### src/rtl/sensor_serial_pkg.sv
package sensor_serial_pkg;
  localparam int CODE_W = 8;

  typedef enum logic [1:0] {
    CH_RATE = 2'd0,
    CH_TEMP = 2'd1,
    CH_AUX1 = 2'd2,
    CH_AUX2 = 2'd3
  } chan_e;

  localparam logic [CODE_W-1:0] CODE_RATE    = 8'h20;
  localparam logic [CODE_W-1:0] CODE_TEMP    = 8'h10;
  localparam logic [CODE_W-1:0] CODE_AUX1    = 8'h40;
  localparam logic [CODE_W-1:0] CODE_AUX2    = 8'h80;
  localparam logic [CODE_W-1:0] CODE_RATE_SP = 8'h22;
  localparam logic [CODE_W-1:0] CODE_RATE_SN = 8'h21;
endpackage

### src/rtl/ssi_sync.sv
module ssi_sync #(
  parameter int          W       = 4,
  parameter int          STAGES  = 2,
  parameter logic [W-1:0] RST_VAL = '0
) (
  input  logic         clk,
  input  logic         rst,
  input  logic [W-1:0] async_i,
  output logic [W-1:0] sync_o
);
  logic [W-1:0] stage_q [STAGES];

  genvar gs;
  generate
    for (gs = 0; gs < STAGES; gs++) begin : g_stage
      if (gs == 0) begin : g_first
        always_ff @(posedge clk) begin
          if (rst) stage_q[gs] <= RST_VAL;
          else     stage_q[gs] <= async_i;
        end
      end else begin : g_next
        always_ff @(posedge clk) begin
          if (rst) stage_q[gs] <= RST_VAL;
          else     stage_q[gs] <= stage_q[gs-1];
        end
      end
    end
  endgenerate

  assign sync_o = stage_q[STAGES-1];
endmodule

### src/rtl/ssi_cfg_path.sv
module ssi_cfg_path
  import sensor_serial_pkg::*;
(
  input  logic  clk,
  input  logic  rst,
  input  logic  sclk_s,
  input  logic  cfg_sel_s,
  input  logic  din_s,
  output chan_e chan_o,
  output logic  st_pos_o,
  output logic  st_neg_o
);
  logic              sclk_q, cfg_q;
  logic              sclk_fall, cfg_rise;
  logic [CODE_W-1:0] shift_q;
  logic              code_ok;
  chan_e             chan_d, chan_q;
  logic              stp_d, stn_d, stp_q, stn_q;

  assign sclk_fall = sclk_q & ~sclk_s;
  assign cfg_rise  = ~cfg_q & cfg_sel_s;

  always_comb begin
    code_ok = 1'b1;
    chan_d  = CH_RATE;
    stp_d   = 1'b0;
    stn_d   = 1'b0;
    case (shift_q)
      CODE_RATE:    chan_d = CH_RATE;
      CODE_TEMP:    chan_d = CH_TEMP;
      CODE_AUX1:    chan_d = CH_AUX1;
      CODE_AUX2:    chan_d = CH_AUX2;
      CODE_RATE_SP: stp_d  = 1'b1;
      CODE_RATE_SN: stn_d  = 1'b1;
      default:      code_ok = 1'b0;
    endcase
  end

  always_ff @(posedge clk) begin
    if (rst) begin
      sclk_q  <= 1'b0;
      cfg_q   <= 1'b1;
      shift_q <= '0;
      chan_q  <= CH_RATE;
      stp_q   <= 1'b0;
      stn_q   <= 1'b0;
    end else begin
      sclk_q <= sclk_s;
      cfg_q  <= cfg_sel_s;
      if (sclk_fall && !cfg_sel_s)
        shift_q <= {shift_q[CODE_W-2:0], din_s};
      if (cfg_rise && code_ok) begin
        chan_q <= chan_d;
        stp_q  <= stp_d;
        stn_q  <= stn_d;
      end
    end
  end

  assign chan_o   = chan_q;
  assign st_pos_o = stp_q;
  assign st_neg_o = stn_q;

  AST_ST_EXCLUSIVE: assert property (@(posedge clk) disable iff (rst)
    !(stp_q && stn_q));
  AST_ST_ONLY_RATE: assert property (@(posedge clk) disable iff (rst)
    (stp_q || stn_q) |-> (chan_q == CH_RATE));
  AST_CFG_HOLD: assert property (@(posedge clk) disable iff (rst)
    !cfg_rise |=> ($stable(chan_q) && $stable(stp_q) && $stable(stn_q)));
  AST_NO_SHIFT_DESEL: assert property (@(posedge clk) disable iff (rst)
    (cfg_sel_s && cfg_q) |=> $stable(shift_q));
endmodule

### src/rtl/ssi_read_path.sv
module ssi_read_path #(
  parameter int DATA_W     = 14,
  parameter int FRAME_CLKS = 20,
  parameter int DATA_START = 6
) (
  input  logic              clk,
  input  logic              rst,
  input  logic              sclk_s,
  input  logic              rd_sel_s,
  input  logic [DATA_W-1:0] sample_i,
  output logic              dout_o,
  output logic              dout_oe_o,
  output logic              conv_start_o,
  output logic [DATA_W-1:0] result_o,
  output logic              result_valid_o
);
  localparam int CNT_W = $clog2(FRAME_CLKS + 1);
  localparam logic [CNT_W-1:0] FRAME_CNT = CNT_W'(FRAME_CLKS);
  localparam logic [CNT_W-1:0] FIRST_BIT = CNT_W'(DATA_START);
  localparam logic [CNT_W-1:0] LAST_BIT  = CNT_W'(DATA_START + DATA_W - 1);

  logic              sclk_q, rd_q;
  logic              sclk_fall, rd_fall, rd_rise;
  logic              active_q;
  logic [CNT_W-1:0]  cnt_q, cnt_nxt;
  logic [DATA_W-1:0] cap_q, sh_q;
  logic              dout_q, oe_q, start_q, vld_q;
  logic [DATA_W-1:0] res_q;

  assign sclk_fall = sclk_q & ~sclk_s;
  assign rd_fall   = rd_q & ~rd_sel_s;
  assign rd_rise   = ~rd_q & rd_sel_s;
  assign cnt_nxt   = cnt_q + 1'b1;

  always_ff @(posedge clk) begin
    if (rst) begin
      sclk_q   <= 1'b0;
      rd_q     <= 1'b1;
      active_q <= 1'b0;
      cnt_q    <= '0;
      cap_q    <= '0;
      sh_q     <= '0;
      dout_q   <= 1'b0;
      oe_q     <= 1'b0;
      start_q  <= 1'b0;
      vld_q    <= 1'b0;
      res_q    <= '0;
    end else begin
      sclk_q  <= sclk_s;
      rd_q    <= rd_sel_s;
      start_q <= 1'b0;
      vld_q   <= 1'b0;
      if (rd_rise) begin
        active_q <= 1'b0;
        oe_q     <= 1'b0;
        dout_q   <= 1'b0;
      end else if (rd_fall) begin
        active_q <= 1'b1;
        oe_q     <= 1'b1;
        dout_q   <= 1'b0;
        cnt_q    <= '0;
        cap_q    <= sample_i;
        sh_q     <= sample_i;
        start_q  <= 1'b1;
      end else if (active_q && sclk_fall && cnt_q != FRAME_CNT) begin
        cnt_q <= cnt_nxt;
        if (cnt_nxt >= FIRST_BIT && cnt_nxt <= LAST_BIT) begin
          dout_q <= sh_q[DATA_W-1];
          sh_q   <= {sh_q[DATA_W-2:0], 1'b0};
        end else begin
          dout_q <= 1'b0;
        end
        if (cnt_nxt == FRAME_CNT) begin
          res_q <= cap_q;
          vld_q <= 1'b1;
        end
      end
    end
  end

  assign dout_o         = dout_q;
  assign dout_oe_o      = oe_q;
  assign conv_start_o   = start_q;
  assign result_o       = res_q;
  assign result_valid_o = vld_q;

  AST_OE_DROP: assert property (@(posedge clk) disable iff (rst)
    rd_rise |=> !oe_q);
  AST_DOUT_QUIET: assert property (@(posedge clk) disable iff (rst)
    !oe_q |-> !dout_q);
  AST_START_ZERO: assert property (@(posedge clk) disable iff (rst)
    start_q |-> (oe_q && !dout_q));
  AST_VALID_IN_FRAME: assert property (@(posedge clk) disable iff (rst)
    vld_q |-> (oe_q && !start_q));
  AST_RESULT_HOLD: assert property (@(posedge clk) disable iff (rst)
    !vld_q |-> $stable(res_q));
endmodule

### src/rtl/sensor_serial_if.sv
module sensor_serial_if
  import sensor_serial_pkg::*;
#(
  parameter int DATA_W      = 14,
  parameter int FRAME_CLKS  = 20,
  parameter int DATA_START  = 6,
  parameter int SYNC_STAGES = 2
) (
  input  logic              clk,
  input  logic              rst,
  input  logic              sclk_i,
  input  logic              din_i,
  input  logic              cfg_sel_i,
  input  logic              rd_sel_i,
  input  logic [DATA_W-1:0] sample_i,
  output logic              dout_o,
  output logic              dout_oe_o,
  output logic              conv_start_o,
  output logic [DATA_W-1:0] result_o,
  output logic              result_valid_o,
  output logic [1:0]        chan_o,
  output logic              st_pos_o,
  output logic              st_neg_o
);
  localparam int IDX_SCLK = 0;
  localparam int IDX_DIN  = 1;
  localparam int IDX_CFG  = 2;
  localparam int IDX_RD   = 3;
  localparam int N_SYNC   = 4;

  logic [N_SYNC-1:0] raw_in, syn_in;
  chan_e             chan_w;

  assign raw_in[IDX_SCLK] = sclk_i;
  assign raw_in[IDX_DIN]  = din_i;
  assign raw_in[IDX_CFG]  = cfg_sel_i;
  assign raw_in[IDX_RD]   = rd_sel_i;

  ssi_sync #(
    .W       (N_SYNC),
    .STAGES  (SYNC_STAGES),
    .RST_VAL (4'b1100)
  ) sync_i (
    .clk     (clk),
    .rst     (rst),
    .async_i (raw_in),
    .sync_o  (syn_in)
  );

  ssi_cfg_path cfg_i (
    .clk       (clk),
    .rst       (rst),
    .sclk_s    (syn_in[IDX_SCLK]),
    .cfg_sel_s (syn_in[IDX_CFG]),
    .din_s     (syn_in[IDX_DIN]),
    .chan_o    (chan_w),
    .st_pos_o  (st_pos_o),
    .st_neg_o  (st_neg_o)
  );

  ssi_read_path #(
    .DATA_W     (DATA_W),
    .FRAME_CLKS (FRAME_CLKS),
    .DATA_START (DATA_START)
  ) rd_i (
    .clk            (clk),
    .rst            (rst),
    .sclk_s         (syn_in[IDX_SCLK]),
    .rd_sel_s       (syn_in[IDX_RD]),
    .sample_i       (sample_i),
    .dout_o         (dout_o),
    .dout_oe_o      (dout_oe_o),
    .conv_start_o   (conv_start_o),
    .result_o       (result_o),
    .result_valid_o (result_valid_o)
  );

  assign chan_o = chan_w;
endmodule

### config.mk
export PLATFORM = sky130hd
export DESIGN_NAME = sensor_serial_if
export DESIGN_NICKNAME = d
export VERILOG_FILES = /design/src/rtl/sensor_serial_pkg.sv /design/src/rtl/ssi_sync.sv /design/src/rtl/ssi_cfg_path.sv /design/src/rtl/ssi_read_path.sv /design/src/rtl/sensor_serial_if.sv
export SDC_FILE = /design/constraint.sdc
export NUM_CORES = 1
export LEC_CHECK = 0
export BUFFER_PORTS_ARGS = -buffer_cell sky130_fd_sc_hd__buf_2
export CORE_MARGIN = 2
export CORE_UTILIZATION = 40
export CTS_CLUSTER_DIAMETER = 40
export CTS_CLUSTER_SIZE = 10
export DETAILED_ROUTE_END_ITERATION = 10
export PLACE_DENSITY = 0.56
export SLEW_MARGIN = 10
export SYNTH_ARGS = -nofsm -noshare
export SYNTH_HDL_FRONTEND = slang
export SYNTH_SLANG_ARGS = --single-unit
### constraint.sdc
create_clock -name clk -period 3.4 [get_ports clk]
set_clock_uncertainty 0.15 [all_clocks]
set_input_delay 0.34 -clock clk [delete_from_list [all_inputs] [get_ports clk]]
set_output_delay 0.34 -clock clk [all_outputs]
set_load 0.005 [all_outputs]
Word-level counts from Yosys, hierarchy flattened. Memories as Yosys holds them, arrays and structs flattened. Cells that the tools add are included.

Register bits after elaboration: 66. Bits in writable memories: 8. Bits of input ports: 20. Output and inout port bits: 22. Logic and storage cells: 73. Memories kept: 1.

Memory list: sync_i.stage_q (depth 2, width 4, rd ports 2, clocked after memory_dff 0, wr ports 2, RTL line ssi_sync.sv:11) `logic [W-1:0] stage_q [STAGES];`.

Add/subtract/negate cells: 1. $lt $le $gt $ge: 2. Equality and inequality tests: 8. Mux-type cells: 17. Bitwise gates (word level): 13. Reductions and logical operators: 16.

Operators with widths (count): two-way mux 14 bit (3); == test 8 x 6 -> 1 bit (second input constant) (3); two-way mux 5 bit (2); two-way mux 1 bit (9); == test 8 x 5 -> 1 bit (second input constant) (1); == test 8 x 7 -> 1 bit (second input constant) (1); == test 8 bit (second input constant) (1); two-way mux 4 bit (2); NOT 1 bit (7); one-hot mux 2 bit (3 select lines) (1); OR reduction 6 bit (1); adder 5 x 1 -> 5 bit (second input constant) (1); == test 5 bit (second input constant) (1); >= comparator 5 x 3 -> 1 bit (second input constant) (1); <= comparator 5 bit (second input constant) (1); logical AND 1 bit (5); inequality test 5 bit (second input constant) (1); AND 1 bit (4); AND reduction 2 bit (2); AND reduction 4 bit (1); nonzero test 2 bit (2); OR reduction 4 bit (1); AND reduction 3 bit (1); OR reduction 3 bit (1); other kinds (3) (4).

Depth between registers and ports, before layout.
Depth after elaboration: 6. Depth in mapped cells: 8. Gate-level depth less buffers: 7.

Modules after synthesis. Synthesis repeated with hierarchy kept, for this count alone.

Cell total of the unflattened synthesis: 309. Area, all modules: 3188.1 um^2.

Modules (own cells, without submodules): ssi_read_path (times used 1, cells an instance 227, area an instance 2338.5 um^2, sequential area each 1061.0 um^2); ssi_cfg_path (times used 1, cells an instance 66, area an instance 639.4 um^2, sequential area each 280.3 um^2); ssi_sync (times used 1, cells an instance 16, area an instance 210.2 um^2, sequential area each 160.2 um^2).

Worst setup path before layout. OpenSTA, ideal clock, no wires.

Path type: flip-flop to flip-flop. Start point: reg rd_i.cnt_q[0]. End point: reg rd_i.sh_q[10]. Setup time: 121 ps. Data arrival time: 2066 ps. Data required time: 3129 ps. Setup slack: 1063 ps. Cell stages (with the launch flop): 9. Buffers on the path: 1. Period minus slack after synthesis: 2337 ps. Cell sequence: dfxtp_1 -> inv_1 -> ha_1 -> inv_1 -> or3_1 -> a311oi_2 -> nor3b_4 -> buf_8 -> mux2_4.

Word-level cells in the longest chain between the ends: 5. Elaborated cells between the ends (all ways): 9. Those cells by class: add/sub (1); order compare (2); eq/ne (1); reduce/logical (5).

RTL lines: start, declared (RTL line ssi_read_path.sv:25) `logic [CNT_W-1:0] cnt_q, cnt_nxt;`; start signal, assigned (RTL line ssi_read_path.sv:66) `cnt_q <= cnt_nxt;`; adder 5 x 1 -> 5 bit (RTL line ssi_read_path.sv:33) `assign cnt_nxt = cnt_q + 1'b1;`; >= comparator 5 x 3 -> 1 bit or <= comparator 5 bit (tied branches) (RTL line ssi_read_path.sv:67) `if (cnt_nxt >= FIRST_BIT && cnt_nxt <= LAST_BIT) begin`; logical AND 1 bit (RTL line ssi_read_path.sv:67); nonzero test 2 bit (no source line); AND reduction 3 bit (no source line) (*); end signal, assigned (RTL line ssi_read_path.sv:63) `sh_q <= sample_i;`; end signal, assigned (RTL line ssi_read_path.sv:69) `sh_q <= {sh_q[DATA_W-2:0], 1'b0};`; end, declared (RTL line ssi_read_path.sv:26) `logic [DATA_W-1:0] cap_q, sh_q;`.

Every way passes the cells marked *; elsewhere a longest branch is shown, timed or not. A chain may end at the register's enable or synchronous reset.

Worst setup path in the final report.
Start point: reg rd_i.cnt_q[0]. End point: reg rd_i.sh_q[4].

The elaborated chain is that of the path after synthesis.

==> flow_summary.json <==
{
  "outcome": "completed",
  "hold_end": "sync_i.stage_q[0][2]$_SDFF_PP1_",
  "grt_max_degree": 60,
  "cpMaxStageDelayCell": "nor3b_4",
  "gp_congestion": 0.862,
  "wire_per_inst_um": 12.5,
  "synthesis.area_mm2": 0.00318,
  "period_share_pct": 80.3,
  "finalInstanceArea_mm2": 0.00369,
  "ant_nets": 0,
  "diodes": 0,
  "totalPowerFinal_mw": 1.71,
  "clk_latency_ns": 0.34,
  "root_buffer": "clkbuf_8",
  "drtPass1Iterations": 3,
  "cp_cell_sequence": "ha_1 > nand3_1 > xor2_1 > a311oi_2 > nor3b_4 > mux2_2",
  "ys_warn_count": 0,
  "slew_headroom_pct": 34.5,
  "hold_depth": 2,
  "ys_types": 45,
  "finalHoldViolCount": 0,
  "place_area_mm2": 0.00347,
  "synth_nets": 339,
  "ir_drop_uv": 185,
  "critPathBufInv": 0,
  "post-cts-setup-buffers": 0,
  "wl_um": 5740,
  "most-common-layout-cells": "dfxtp_1, nor2_1, mux2i_1",
  "hp-start": "cfg_sel_i",
  "cts_hold_buf": 0,
  "antenna_found_initial": 0,
  "synth-async-reset-ratio_pct": 0,
  "syn-mean-instance-area_um2": 10.2,
  "tightestPinTransition_ns": 0.982,
  "crit_arrival_ns": 2.81,
  "cap_violations": 0,
  "clkTransAtPathRegs_ns": 0.07,
  "cellPowerDensity_mw_per_mm2": 464,
  "final_nets": 379,
  "multi_input_area_mm2": 0.00159,
  "crit_family": "simple AND/OR/NAND/NOR gates",
  "grt_use_total_pct": 14.4,
  "start_util_pct": 41.2,
  "die_h_um": 93.2,
  "ys.flop_type": "dfxtp_1",
  "final_common_cell": "dfxtp_1",
  "yosysSeqAreaShare_pct": 46.5,
  "worst-r2r-setup-slack_ns": 0.67,
  "port_buffers": 41,
  "fmax_mhz": 366,
  "post_cts_resized": 0,
  "regToRegEndpoint": "rd_i.sh_q[4]$_SDFFE_PP0P_",
  "start_kind": "register",
  "endpoint_kind": "register",
  "grt_pass1_vias": 2109,
  "cts_tree": "yes",
  "synth_cells": 313,
  "drt-initial-drc-count": 56,
  "fp-row-count": 32,
  "numCtsBuffers": 9,
  "grt.overflow.total": 0,
  "cts_max_level": 3,
  "critPathKind": "reg2reg",
  "fin_crit_ns": 2.73,
  "dp_hpwl_um": 3950,
  "drive_above_1_share_pct": 25.4,
  "p_leak_nw": 1.58,
  "grt_pass1_wl_um": 9830,
  "worstPathMaxFanout": 14,
  "dieArea_mm2": 0.00869,
  "rsz0062_at_grt": "no",
  "fin_setup_tns_ns": 0,
  "hold_class": "in2reg",
  "critPathLaunch": "rd_i.cnt_q[0]$_SDFFE_PP0P_",
  "cpPeakStageDelay_ns": 0.77,
  "remaining_drc_errors": 0,
  "r2r_cells": 6,
  "viasPerCell": 4.73,
  "area_delta_synth_final_pct": 15.9,
  "num_vias": 2176,
  "slew_violations": 0,
  "core_mm2": 0.00773,
  "setup_viol": 0,
  "n_fill_cell": 769,
  "register_area_mm2": 0.00148,
  "ios": 42,
  "synth_edf_count": 0,
  "cts_sinks": 74,
  "ys_ff_latch": 74,
  "clockBufferDepth": 2,
  "critical_path_required_ns": 3.48,
  "die_x_um": 93.2,
  "r2r-start": "rd_i.cnt_q[0]$_SDFFE_PP0P_"
}
==> per-layer routing <==
metal | up-vias | part of all wire [%] | routed length (um) | track usage, %
met5 | - | 0 | 0 | 0
met4 | 0 | 1.8 | 104 | 5.88
met3 | 8 | 3.8 | 218 | 5.00
met2 | 25 | 45 | 2580 | 21.9
met1 | 1007 | 49 | 2840 | 18.8
li1 | 1136 | - | - | -
==> worst max-delay path by stage <==
stage                     cells past startpoint  slack [ns]                         end
final                                         6        0.67   rd_i.sh_q[4]$_SDFFE_PP0P_
after global routing                          6        0.47   rd_i.sh_q[1]$_SDFFE_PP0P_
after CTS                                     7        0.64   rd_i.sh_q[4]$_SDFFE_PP0P_
after detailed placement                      7        0.64   rd_i.sh_q[4]$_SDFFE_PP0P_
after global placement                        7        0.72   rd_i.sh_q[4]$_SDFFE_PP0P_
after floorplan                               8        1.06  rd_i.sh_q[10]$_SDFFE_PP0P_
==> registers in the layout (all words and copies together) (netlist names), 2 cells and up <==
name and count:
rd_i.sh_q 14, rd_i.result_o 14, sync_i.stage_q 8, cfg_i.chan_o 2, rd_i.cap_q 14, rd_i.cnt_q 5
cfg_i.shift_q 8
==> per-stage QoR <==
| step | util [%] | hold WS, ns | std cells | setup WS (ns) |
|---|---|---|---|---|
| after global routing | 47.7 | 0.00688 | 460 | 0.468 |
| final | 47.7 | 0.0247 | 460 | 0.670 |
| after global placement | 44.9 | 0.245 | 444 | 0.716 |
| after floorplan | - | 0.239 | 313 | 1.06 |
| after CTS | 47.7 | 0.0146 | 460 | 0.641 |
| after detailed placement | 44.9 | 0.245 | 444 | 0.644 |
==> report_power, final <==
part	switching, mW	internal, mW
registers	0.00702	0.879
clock network	0.320	0.431
logic	0.0430	0.0333
total	0.370	1.34
==> cell families (layout without fill, tap and decap cells) <==
family | after synthesis | after routing | share of synthesized area, %
mux | 64 | 64 | 21.7
xor+xnor | 5 | 5 | 1.61
buf+inv | 23 | 68 | 3.50
simple gates | 122 | 122 | 20.1
fa+ha+maj | 6 | 6 | 2.36
flops | 74 | 74 | 46.5
compound gates | 19 | 19 | 4.17
==> cell type report <==
type                            count  area share (%)
Sequential cell                    74            40.1
Multi-Input combinational cell    216            43.2
Clock inverter                      5            2.10
Timing Repair Buffer               47            6.78
Tap cell                          102            3.46
Inverter                            5           0.509
Clock buffer                       11            3.83
==> Yosys cell counts, types with 2 or more instances <==
cell       n  share of area, %
dfxtp_1   74                47
nor2_1    59               7.0
mux2i_1   51                16
nor2b_1   21               4.1
mux2_4     9               4.2
clkbuf_1   8              0.94
a21oi_1    6              0.94
ha_1       6               2.4
nand2_1    6              0.71
or2_2      6               1.2
buf_2      5              0.79
inv_1      5              0.59
nand2b_1   5              0.98
mux2_2     4               1.4
nand3_1    4              0.63
o21ai_0    4              0.63
or3_1      4              0.79
buf_1      3              0.35
nand4b_1   2              0.55
nor3_1     2              0.31
nor3b_1    2              0.47
or4_1      2              0.47
xnor2_1    2              0.55
xor2_1     2              0.55
==> worst register-to-register path, stage by stage, from the launching register on <==
cell      delay (ns)
dfxtp_1         0.44
ha_1            0.28
nand3_1         0.11
xor2_1          0.34
a311oi_2        0.11
nor3b_4         0.77
mux2_2          0.41
Note: power is estimated with default switching activity, not from simulation.
